==> src/rtl/irq_pkg.sv <==
package irq_pkg;
  localparam int unsigned NUM_REQ  = 5;
  localparam int unsigned NUM_MSK  = 3;
  localparam int unsigned SRC_EXT  = 0;
  localparam int unsigned SRC_L55  = 1;
  localparam int unsigned SRC_L65  = 2;
  localparam int unsigned SRC_L75  = 3;
  localparam int unsigned SRC_TRAP = 4;

  typedef enum logic [2:0] {
    ST_IDLE,
    ST_HOLD,
    ST_OP,
    ST_LO,
    ST_HI,
    ST_ISSUE
  } irq_state_e;
endpackage

==> src/rtl/irq_ctrl_regs.sv <==
module irq_ctrl_regs
  import irq_pkg::*;
(
  input  logic               clk_i,
  input  logic               rst_ni,
  input  logic               ei_i,
  input  logic               di_i,
  input  logic               ack_clr_i,
  input  logic               mask_wr_i,
  input  logic [NUM_MSK-1:0] mask_data_i,
  output logic               en_o,
  output logic [NUM_MSK-1:0] mask_o
);
  always_ff @(posedge clk_i or negedge rst_ni) begin
    if (!rst_ni) begin
      en_o   <= 1'b0;
      mask_o <= '1;
    end else begin
      // an acknowledge or DI beats a simultaneous EI
      if (ack_clr_i || di_i) en_o <= 1'b0;
      else if (ei_i)         en_o <= 1'b1;
      if (mask_wr_i) mask_o <= mask_data_i;
    end
  end
endmodule

==> src/rtl/irq_arbiter.sv <==
module irq_arbiter
  import irq_pkg::*;
#(
  parameter int unsigned          ADDR_W  = 16,
  parameter logic [ADDR_W-1:0]    TRAP_VEC = 'h24,
  parameter logic [ADDR_W-1:0]    L75_VEC  = 'h3C,
  parameter logic [ADDR_W-1:0]    L65_VEC  = 'h34,
  parameter logic [ADDR_W-1:0]    L55_VEC  = 'h2C
) (
  input  logic [NUM_REQ-1:0] req_i,
  input  logic               en_i,
  input  logic [NUM_MSK-1:0] mask_i,
  output logic [NUM_REQ-1:0] grant_o,
  output logic               any_o,
  output logic [ADDR_W-1:0]  vec_o
);
  logic [NUM_REQ-1:0] elig;
  logic [ADDR_W-1:0]  vec_tab [NUM_REQ];

  assign elig[SRC_TRAP] = req_i[SRC_TRAP];
  assign elig[SRC_EXT]  = req_i[SRC_EXT] & en_i;

  for (genvar g = 0; g < NUM_MSK; g++) begin : g_msk
    assign elig[SRC_L55+g] = req_i[SRC_L55+g] & en_i & ~mask_i[g];
  end

  assign vec_tab[SRC_EXT]  = '0;
  assign vec_tab[SRC_L55]  = L55_VEC;
  assign vec_tab[SRC_L65]  = L65_VEC;
  assign vec_tab[SRC_L75]  = L75_VEC;
  assign vec_tab[SRC_TRAP] = TRAP_VEC;

  always_comb begin
    logic found;
    found   = 1'b0;
    grant_o = '0;
    vec_o   = '0;
    for (int i = NUM_REQ - 1; i >= 0; i--) begin
      if (elig[i] && !found) begin
        found      = 1'b1;
        grant_o[i] = 1'b1;
        vec_o      = vec_tab[i];
      end
    end
  end

  assign any_o = |elig;
endmodule

==> src/rtl/irq_ext_decoder.sv <==
module irq_ext_decoder #(
  parameter int unsigned       OP_W    = 8,
  parameter int unsigned       ADDR_W  = 16,
  parameter logic [OP_W-1:0]   CALL_OP = 'hCD
) (
  input  logic [OP_W-1:0]   op_i,
  output logic              is_rst_o,
  output logic              is_call_o,
  output logic [ADDR_W-1:0] rst_vec_o
);
  localparam int unsigned SLOT_W = 3;
  localparam int unsigned SLOT_LO = 3;

  assign is_rst_o  = (op_i[OP_W-1 -: 2] == 2'b11) && (op_i[SLOT_LO-1:0] == '1);
  assign is_call_o = (op_i == CALL_OP);

  always_comb begin
    rst_vec_o = '0;
    // restart slot n lands at n*8
    rst_vec_o[SLOT_LO +: SLOT_W] = op_i[SLOT_LO +: SLOT_W];
  end
endmodule

==> src/rtl/irq_vector_unit.sv <==
module irq_vector_unit
  import irq_pkg::*;
#(
  parameter int unsigned        OP_W     = 8,
  parameter logic [2*OP_W-1:0]  TRAP_VEC = 'h24,
  parameter logic [2*OP_W-1:0]  L75_VEC  = 'h3C,
  parameter logic [2*OP_W-1:0]  L65_VEC  = 'h34,
  parameter logic [2*OP_W-1:0]  L55_VEC  = 'h2C,
  parameter logic [OP_W-1:0]    CALL_OP  = 'hCD
) (
  input  logic                clk_i,
  input  logic                rst_ni,
  input  logic [NUM_REQ-1:0]  req_i,
  input  logic                ei_i,
  input  logic                di_i,
  input  logic                mask_wr_i,
  input  logic [NUM_MSK-1:0]  mask_data_i,
  input  logic                ack_i,
  input  logic                bus_valid_i,
  input  logic [OP_W-1:0]     bus_data_i,
  output logic                pend_o,
  output logic [NUM_REQ-1:0]  src_o,
  output logic                ext_fetch_o,
  output logic                push_pc_o,
  output logic [2*OP_W-1:0]   vec_o
);
  localparam int unsigned ADDR_W = 2 * OP_W;

  irq_state_e          state_q;
  logic [NUM_REQ-1:0]  src_q;
  logic [ADDR_W-1:0]   vec_q;
  logic [OP_W-1:0]     lo_q;

  logic                en_q;
  logic [NUM_MSK-1:0]  mask_q;
  logic [NUM_REQ-1:0]  grant;
  logic                grant_any;
  logic [ADDR_W-1:0]   grant_vec;
  logic                op_rst, op_call;
  logic [ADDR_W-1:0]   op_vec;
  logic                ack_clr;

  assign ack_clr = (state_q == ST_HOLD) && ack_i && !src_q[SRC_TRAP];

  irq_ctrl_regs i_regs (
    .clk_i       (clk_i),
    .rst_ni      (rst_ni),
    .ei_i        (ei_i),
    .di_i        (di_i),
    .ack_clr_i   (ack_clr),
    .mask_wr_i   (mask_wr_i),
    .mask_data_i (mask_data_i),
    .en_o        (en_q),
    .mask_o      (mask_q)
  );

  irq_arbiter #(
    .ADDR_W   (ADDR_W),
    .TRAP_VEC (TRAP_VEC),
    .L75_VEC  (L75_VEC),
    .L65_VEC  (L65_VEC),
    .L55_VEC  (L55_VEC)
  ) i_arb (
    .req_i   (req_i),
    .en_i    (en_q),
    .mask_i  (mask_q),
    .grant_o (grant),
    .any_o   (grant_any),
    .vec_o   (grant_vec)
  );

  irq_ext_decoder #(
    .OP_W    (OP_W),
    .ADDR_W  (ADDR_W),
    .CALL_OP (CALL_OP)
  ) i_dec (
    .op_i      (bus_data_i),
    .is_rst_o  (op_rst),
    .is_call_o (op_call),
    .rst_vec_o (op_vec)
  );

  always_ff @(posedge clk_i or negedge rst_ni) begin
    if (!rst_ni) begin
      state_q <= ST_IDLE;
      src_q   <= '0;
      vec_q   <= '0;
      lo_q    <= '0;
    end else begin
      case (state_q)
        ST_IDLE: if (grant_any) begin
          state_q <= ST_HOLD;
          src_q   <= grant;
          vec_q   <= grant_vec;
        end
        ST_HOLD: if (ack_i) state_q <= src_q[SRC_EXT] ? ST_OP : ST_ISSUE;
        ST_OP: if (bus_valid_i) begin
          if (op_rst) begin
            vec_q   <= op_vec;
            state_q <= ST_ISSUE;
          end else if (op_call) begin
            state_q <= ST_LO;
          end else begin
            state_q <= ST_IDLE;
            src_q   <= '0;
          end
        end
        ST_LO: if (bus_valid_i) begin
          lo_q    <= bus_data_i;
          state_q <= ST_HI;
        end
        ST_HI: if (bus_valid_i) begin
          vec_q   <= {bus_data_i, lo_q};
          state_q <= ST_ISSUE;
        end
        ST_ISSUE: begin
          state_q <= ST_IDLE;
          src_q   <= '0;
        end
        default: begin
          state_q <= ST_IDLE;
          src_q   <= '0;
        end
      endcase
    end
  end

  assign pend_o      = (state_q == ST_HOLD);
  assign src_o       = src_q;
  assign ext_fetch_o = (state_q == ST_OP) || (state_q == ST_LO) || (state_q == ST_HI);
  assign push_pc_o   = (state_q == ST_ISSUE);
  assign vec_o       = push_pc_o ? vec_q : '0;
endmodule

==> config.mk <==
export PLATFORM = sky130hd
export DESIGN_NAME = irq_vector_unit
export DESIGN_NICKNAME = d
export VERILOG_FILES = /design/src/rtl/irq_pkg.sv /design/src/rtl/irq_ctrl_regs.sv /design/src/rtl/irq_arbiter.sv /design/src/rtl/irq_ext_decoder.sv /design/src/rtl/irq_vector_unit.sv
export SDC_FILE = /design/constraint.sdc
export NUM_CORES = 1
export LEC_CHECK = 0
export ABC_CLOCK_PERIOD_IN_PS = 2200
export BUFFER_PORTS_ARGS = -buffer_cell sky130_fd_sc_hd__buf_2
export CAP_MARGIN = 25
export CORE_ASPECT_RATIO = 0.9
export CORE_MARGIN = 2
export CORE_UTILIZATION = 53
export CTS_CLUSTER_SIZE = 28
export DETAILED_ROUTE_END_ITERATION = 12
export GPL_ROUTABILITY_DRIVEN = 0
export PLACE_DENSITY = 0.79
export RECOVER_POWER = 50
export SKIP_CTS_REPAIR_TIMING = 1
export SKIP_LAST_GASP = 1
export SLEW_MARGIN = 40
export SYNTH_ARGS = -nofsm -noshare
export SYNTH_HDL_FRONTEND = slang
export SYNTH_SLANG_ARGS = --single-unit
==> constraint.sdc <==
create_clock -name clk_i -period 2.2 [get_ports clk_i]
set_input_delay 0 -clock clk_i [delete_from_list [all_inputs] [get_ports clk_i]]
set_output_delay 0 -clock clk_i [all_outputs]
set_load 0.01 [all_outputs]
* Word-level counts from Yosys, hierarchy flattened
Index checks and enable logic that the tools add are counted.
Word-level totals: bits in registers 36, input bits 23, output and inout bits 24, logic and storage cells 92
Operators by class: equal/unequal tests 16, muxes and demuxes 35, bitwise logic cells 11, reductions and logical operators 24
Operator list (number):
- $mux 16 | 5
- $pmux 16 s3 | 1
- $mux 6 | 5
- $mux 3 | 7
- $mux 5 | 4
- $pmux 3 s5 | 1
- $pmux 5 s3 | 1
- $reduce_and 5->1 | 3
- $ne 2x2->1 const B | 7
- $mux 1 | 10
- $eq 3x3->1 const B | 3
- $eq 8x8->1 const B | 1
- $and 1x1->1 | 7
- $logic_and 1x1->1 | 7
- $eq 3x2->1 const B | 2
- $logic_not 1->1 | 5
- $reduce_or 5->1 | 1
- $not 1->1 | 4
- $eq 3x1->1 const B | 1
- $logic_not 3->1 | 1
- $logic_or 1x1->1 | 3
- $reduce_bool 3->1 | 1
- $reduce_or 3->1 | 1
- $eq 2x2->1 const B | 1
- 4 further kinds | 4

* Longest topological paths before layout
word-level depth 15, gate-level depth with buffers 7, gate-level depth less buffers 5

* By module
Synthesis repeated with hierarchy kept, for this count alone.
Second synthesis, totals: cell total of the unflattened synthesis 277, area, all modules 2568.7 um2
By module, submodules not included:
- irq_vector_unit | instances 1, cells an instance 213, area an instance 2034.5 um2, sequential area each 800.8 um2
- irq_arbiter | instances 1, cells an instance 33, area an instance 231.5 um2, sequential area each 0.0 um2
- irq_ext_decoder | instances 1, cells an instance 22, area an instance 156.4 um2, sequential area each 0.0 um2
- irq_ctrl_regs | instances 1, cells an instance 9, area an instance 146.4 um2, sequential area each 103.8 um2

* Worst setup path after synthesis
Ideal clock, no wire load.
path kind register -> register, from register i_regs.mask_o[2], to register vec_q[3], setup time 125 ps, data arrival time 1458 ps, required time 2075 ps, path slack 617 ps, stages on the path, launching flop included 6, path buffers 0, clock period less this slack 1583 ps, cells stage by stage dfstp_2 -> nand2b_1 -> a21bo_2 -> nand4_2 -> nand3_4 -> mux2_2
Between the ends: longest elaborated chain between the ends 15, elaborated cells between the ends (all ways) 21, classes of those cells eq/ne: 1; mux: 9; bitwise: 2; reduce/logical: 9
RTL lines:
- start, declared | RTL line irq_ctrl_regs.sv:12 | output logic [NUM_MSK-1:0] mask_o
- start signal, assigned | RTL line irq_ctrl_regs.sv:22 | if (mask_wr_i) mask_o <= mask_data_i;
- $not 1->1 (*) | RTL line irq_arbiter.sv:24 | assign elig[SRC_L55+g] = req_i[SRC_L55+g] & en_i & ~mask_i[g];
- $and 1x1->1 (*) | RTL line irq_arbiter.sv:24
- $logic_and 1x1->1 | RTL line irq_arbiter.sv:39 | if (elig[i] && !found) begin
- $mux 1 | RTL line irq_arbiter.sv:39
- $logic_not 1->1 | RTL line irq_arbiter.sv:39
- $logic_and 1x1->1 | RTL line irq_arbiter.sv:39
- $mux 1 | RTL line irq_arbiter.sv:39
- $logic_not 1->1 | RTL line irq_arbiter.sv:39
- $logic_and 1x1->1 | RTL line irq_arbiter.sv:39
- $mux 1 | RTL line irq_arbiter.sv:39
- $logic_not 1->1 | RTL line irq_arbiter.sv:39
- $logic_and 1x1->1 | RTL line irq_arbiter.sv:39
- $mux 6 | RTL line irq_arbiter.sv:39
- $mux 16 | RTL line irq_vector_unit.sv:91 | ST_IDLE: if (grant_any) begin
- $pmux 16 s3 | RTL line irq_vector_unit.sv:90 | case (state_q)
- end signal, assigned | RTL line irq_vector_unit.sv:94 | vec_q <= grant_vec;
- end signal, assigned | RTL line irq_vector_unit.sv:99 | vec_q <= op_vec;
- end signal, assigned | RTL line irq_vector_unit.sv:113 | vec_q <= {bus_data_i, lo_q};
- end, declared | RTL line irq_vector_unit.sv:31 | logic [ADDR_W-1:0] vec_q;
Mark *: on every way between the ends. The rest lies on a longest branch, timed or not. The select of a mux whose other input is x is not followed. A chain may end at the register's enable or synchronous reset.

* Worst setup path in the final report
from register state_q[0], to register i_regs.en_o
Between the ends: longest elaborated chain between the ends 5, elaborated cells between the ends (all ways) 6, classes of those cells eq/ne: 1; mux: 1; reduce/logical: 4
RTL lines:
- start, declared | RTL line irq_vector_unit.sv:29 | irq_state_e state_q;
- start signal, assigned | RTL line irq_vector_unit.sv:96 | ST_HOLD: if (ack_i) state_q <= src_q[SRC_EXT] ? ST_OP : ST_ISSUE;
- $eq 3x1->1 (*) | RTL line irq_vector_unit.sv:43 | assign ack_clr = (state_q == ST_HOLD) && ack_i && !src_q[SRC_TRAP];
- $logic_and 1x1->1 (*) (2 in series) | RTL line irq_vector_unit.sv:43
- $logic_or 1x1->1 (*) | RTL line irq_ctrl_regs.sv:20 | if (ack_clr_i || di_i) en_o <= 1'b0;
- $mux 1 or $reduce_bool 2->1 (tied branches)
- end signal, assigned | RTL line irq_ctrl_regs.sv:16 | en_o <= 1'b0;
- end signal, assigned | RTL line irq_ctrl_regs.sv:20
- end signal, assigned | RTL line irq_ctrl_regs.sv:21 | else if (ei_i) en_o <= 1'b1;
- end, declared | RTL line irq_ctrl_regs.sv:11 | output logic en_o,
Mark *: on every way between the ends. The rest lies on a longest branch, timed or not.

==> impl_metrics.ini <==
[run_status]
status = complete, but fails checks
violations = negative hold slack

[power_and_ir_drop]
power.density_nw_per_um2 = 1070
ir_drop_v = 0.000600
power_mw = 2.57
p_leak_nw = 1.24

[sta]
relSlewSlack = 0.424
slew_viol_final = 0
hold_violations = 2
setup_violations = 0
whs_ps = -13.3
tightest_slew_ps = 864
period_share = 0.922
rsz0062_at_grt = no
tns_ps = 0
fmax_mhz = 493
post-route-min-period_ps = 2030
finClkSkew_ps = 8.03

[hold_path]
holdPathStages = 3
hold_start = bus_data_i[5]
min_to = vec_q[13]
hp-class = in -> reg

[synthesis]
synth_cell_types = 49
synth-edff-count = 0
ys_seq_area_frac = 0.466
ys_ff_latch = 36
syn-instance-count = 186
yosys_warnings = 0
synth_nets = 209
syn_area_per_cell_um2 = 10.4
synthArstFlopShare = 1.00
synth-main-ff-cell = dfrtp_1
syn_area_um2 = 1940

[finish]
area_growth_pct = 24.3
regArea_um2 = 905
drive_gt1_frac = 0.296
final_nets = 269
multi_input_area_um2 = 930
diodes = 0
fill_cells = 258

[clock_network]
clkTransAtPathRegs_ps = 70
cts.sinks = 36
cts_buffer_depth = 2
root_buffer = clkbuf_8
clock_latency_ps = 290
cts.htree.levels = 2
cts_tree = done
cts_made_buffers = 5

[setup_path]
crit_fanout = 20
crit_arrival_ps = 2190
rrSetupSlack_ps = 170
required_ps = 2360
r2r_cells = 3
reg2reg_from = state_q[0]
r2r_end = i_regs.en_o
endpoint_kind = flip-flop
path_class = reg -> reg
worstSetupStartpointType = flip-flop

[die]
die_y_um = 61.4
num_rows = 20
fp.dieW_um = 67.8
core_um2 = 3450
die-area_um2 = 4160
initial_core_util = 0.562
io_pins = 47

[routing]
postRouteAntennaNets = 0
dr_total_vias = 1624
wl_um = 4330
dr.pass1.iters = 4
drt_iter0_drc = 83
routedWlPerCell_um = 14.9
route.detailed.drc = 0
routed_via_density = 5.58

[global_route]
first_global_vias = 1439
grt_usage = 0.225
grt_max_degree = 37
grt_overflow = 0
grt_pass1_wl_um = 6710
antenna_found_initial = 0

[flow_run]
maxCapViolations = 0

[place]
portBuffers = 46
dp_hpwl_um = 3130
registers in the layout, summed over array words and instances (netlist names):
| register | cells |
|---|---|
| i_regs.en_o | 1 |
| i_regs.mask_o | 3 |
| lo_q | 8 |
| src_o | 5 |
| state_q | 3 |
| vec_q | 16 |
kinds of logic (layout without fill, tap and decap cells):
group                  after synthesis  in the layout  synth area share
muxes                               27             27             0.150
DFF                                 36             36             0.466
and+or+nand+nor                     73             73             0.229
AOI/OAI and AO/OA                   27             27             0.104
buffers and inverters               23             84            0.0516
cell usage after synthesis, types with 3 or more instances:
master,n,share of area
inv_1,14,0.027
clkbuf_1,4,0.0077
and3_1,17,0.055
nand2_1,19,0.037
nand2b_1,4,0.013
dfstp_2,3,0.041
nand3_1,3,0.0077
a21oi_1,5,0.013
mux2_2,12,0.070
dfrtp_1,33,0.43
nor3b_1,4,0.015
mux2_1,4,0.023
mux2i_1,11,0.057
nor2_1,7,0.014
o21ai_0,3,0.0077
o2bb2ai_1,3,0.014
per-layer routing:
layer  global-route usage  part of all wire
met2                0.370              0.49
met5                    0                 0
met3               0.0494             0.063
met4               0.0829            0.0099
met1                0.296              0.44
critical path, cell delays in order (launching register included):
cell	delay, ps
dfrtp_1	710
nor3b_1	450
a311oi_1	160
dlygate4sd3_1	580
how the worst max path moves through the flow:
stage                                start     endpoint  slack [ps]  cells after the start
after detailed placement        state_q[2]     vec_q[3]         240                      4
after CTS                       state_q[2]     vec_q[3]         230                      4
after floorplan           i_regs.mask_o[2]     vec_q[3]         620                      5
after global routing            state_q[0]  i_regs.en_o          60                      3
final                           state_q[0]  i_regs.en_o         170                      3
after global placement          state_q[2]     vec_q[3]         330                      4
cells in the final DEF, fill, tap and decap left out, types with 2 or more instances in the layout:
cell,n
buf_2,39
dfrtp_1,33
nand2_1,19
and3_1,17
inv_1,14
mux2_2,12
mux2i_1,11
dlygate4sd3_1,11
clkbuf_1,8
nor2_1,7
a21oi_1,5
clkbuf_8,5
nor3b_1,4
nand2b_1,4
mux2_1,4
nand3_1,3
o21ai_0,3
o2bb2ai_1,3
buf_4,3
and2_1,2
nor2b_1,2
nand4_1,2
or3_1,2
o22ai_1,2
a22oi_1,2
dfstp_2,2
layout make-up:
type | count | share of cell area
tap | 44 | 0.0228
sequential | 36 | 0.375
multi-input combinational | 127 | 0.385
inverter | 15 | 0.0233
clock inverter | 2 | 0.0145
clock buffer | 6 | 0.0301
timing repair buffer | 61 | 0.149
per-stage QoR:
step	cells	util	instance area [µm²]	worst slack (ps)
after floorplan	186	-	1940	617
after global placement	272	0.641	2210	327
after detailed placement	272	0.641	2210	243
after CTS	280	0.672	2320	231
after global routing	291	0.699	2410	55.8
final	291	0.699	2410	173
power breakdown:
part	switching, mW	total [mW]	internal (mW)
registers	0.183	1.05	0.867
clock network	0.230	0.567	0.336
logic	0.510	0.956	0.447
No activity file was read; power rests on OpenSTA's default activity.
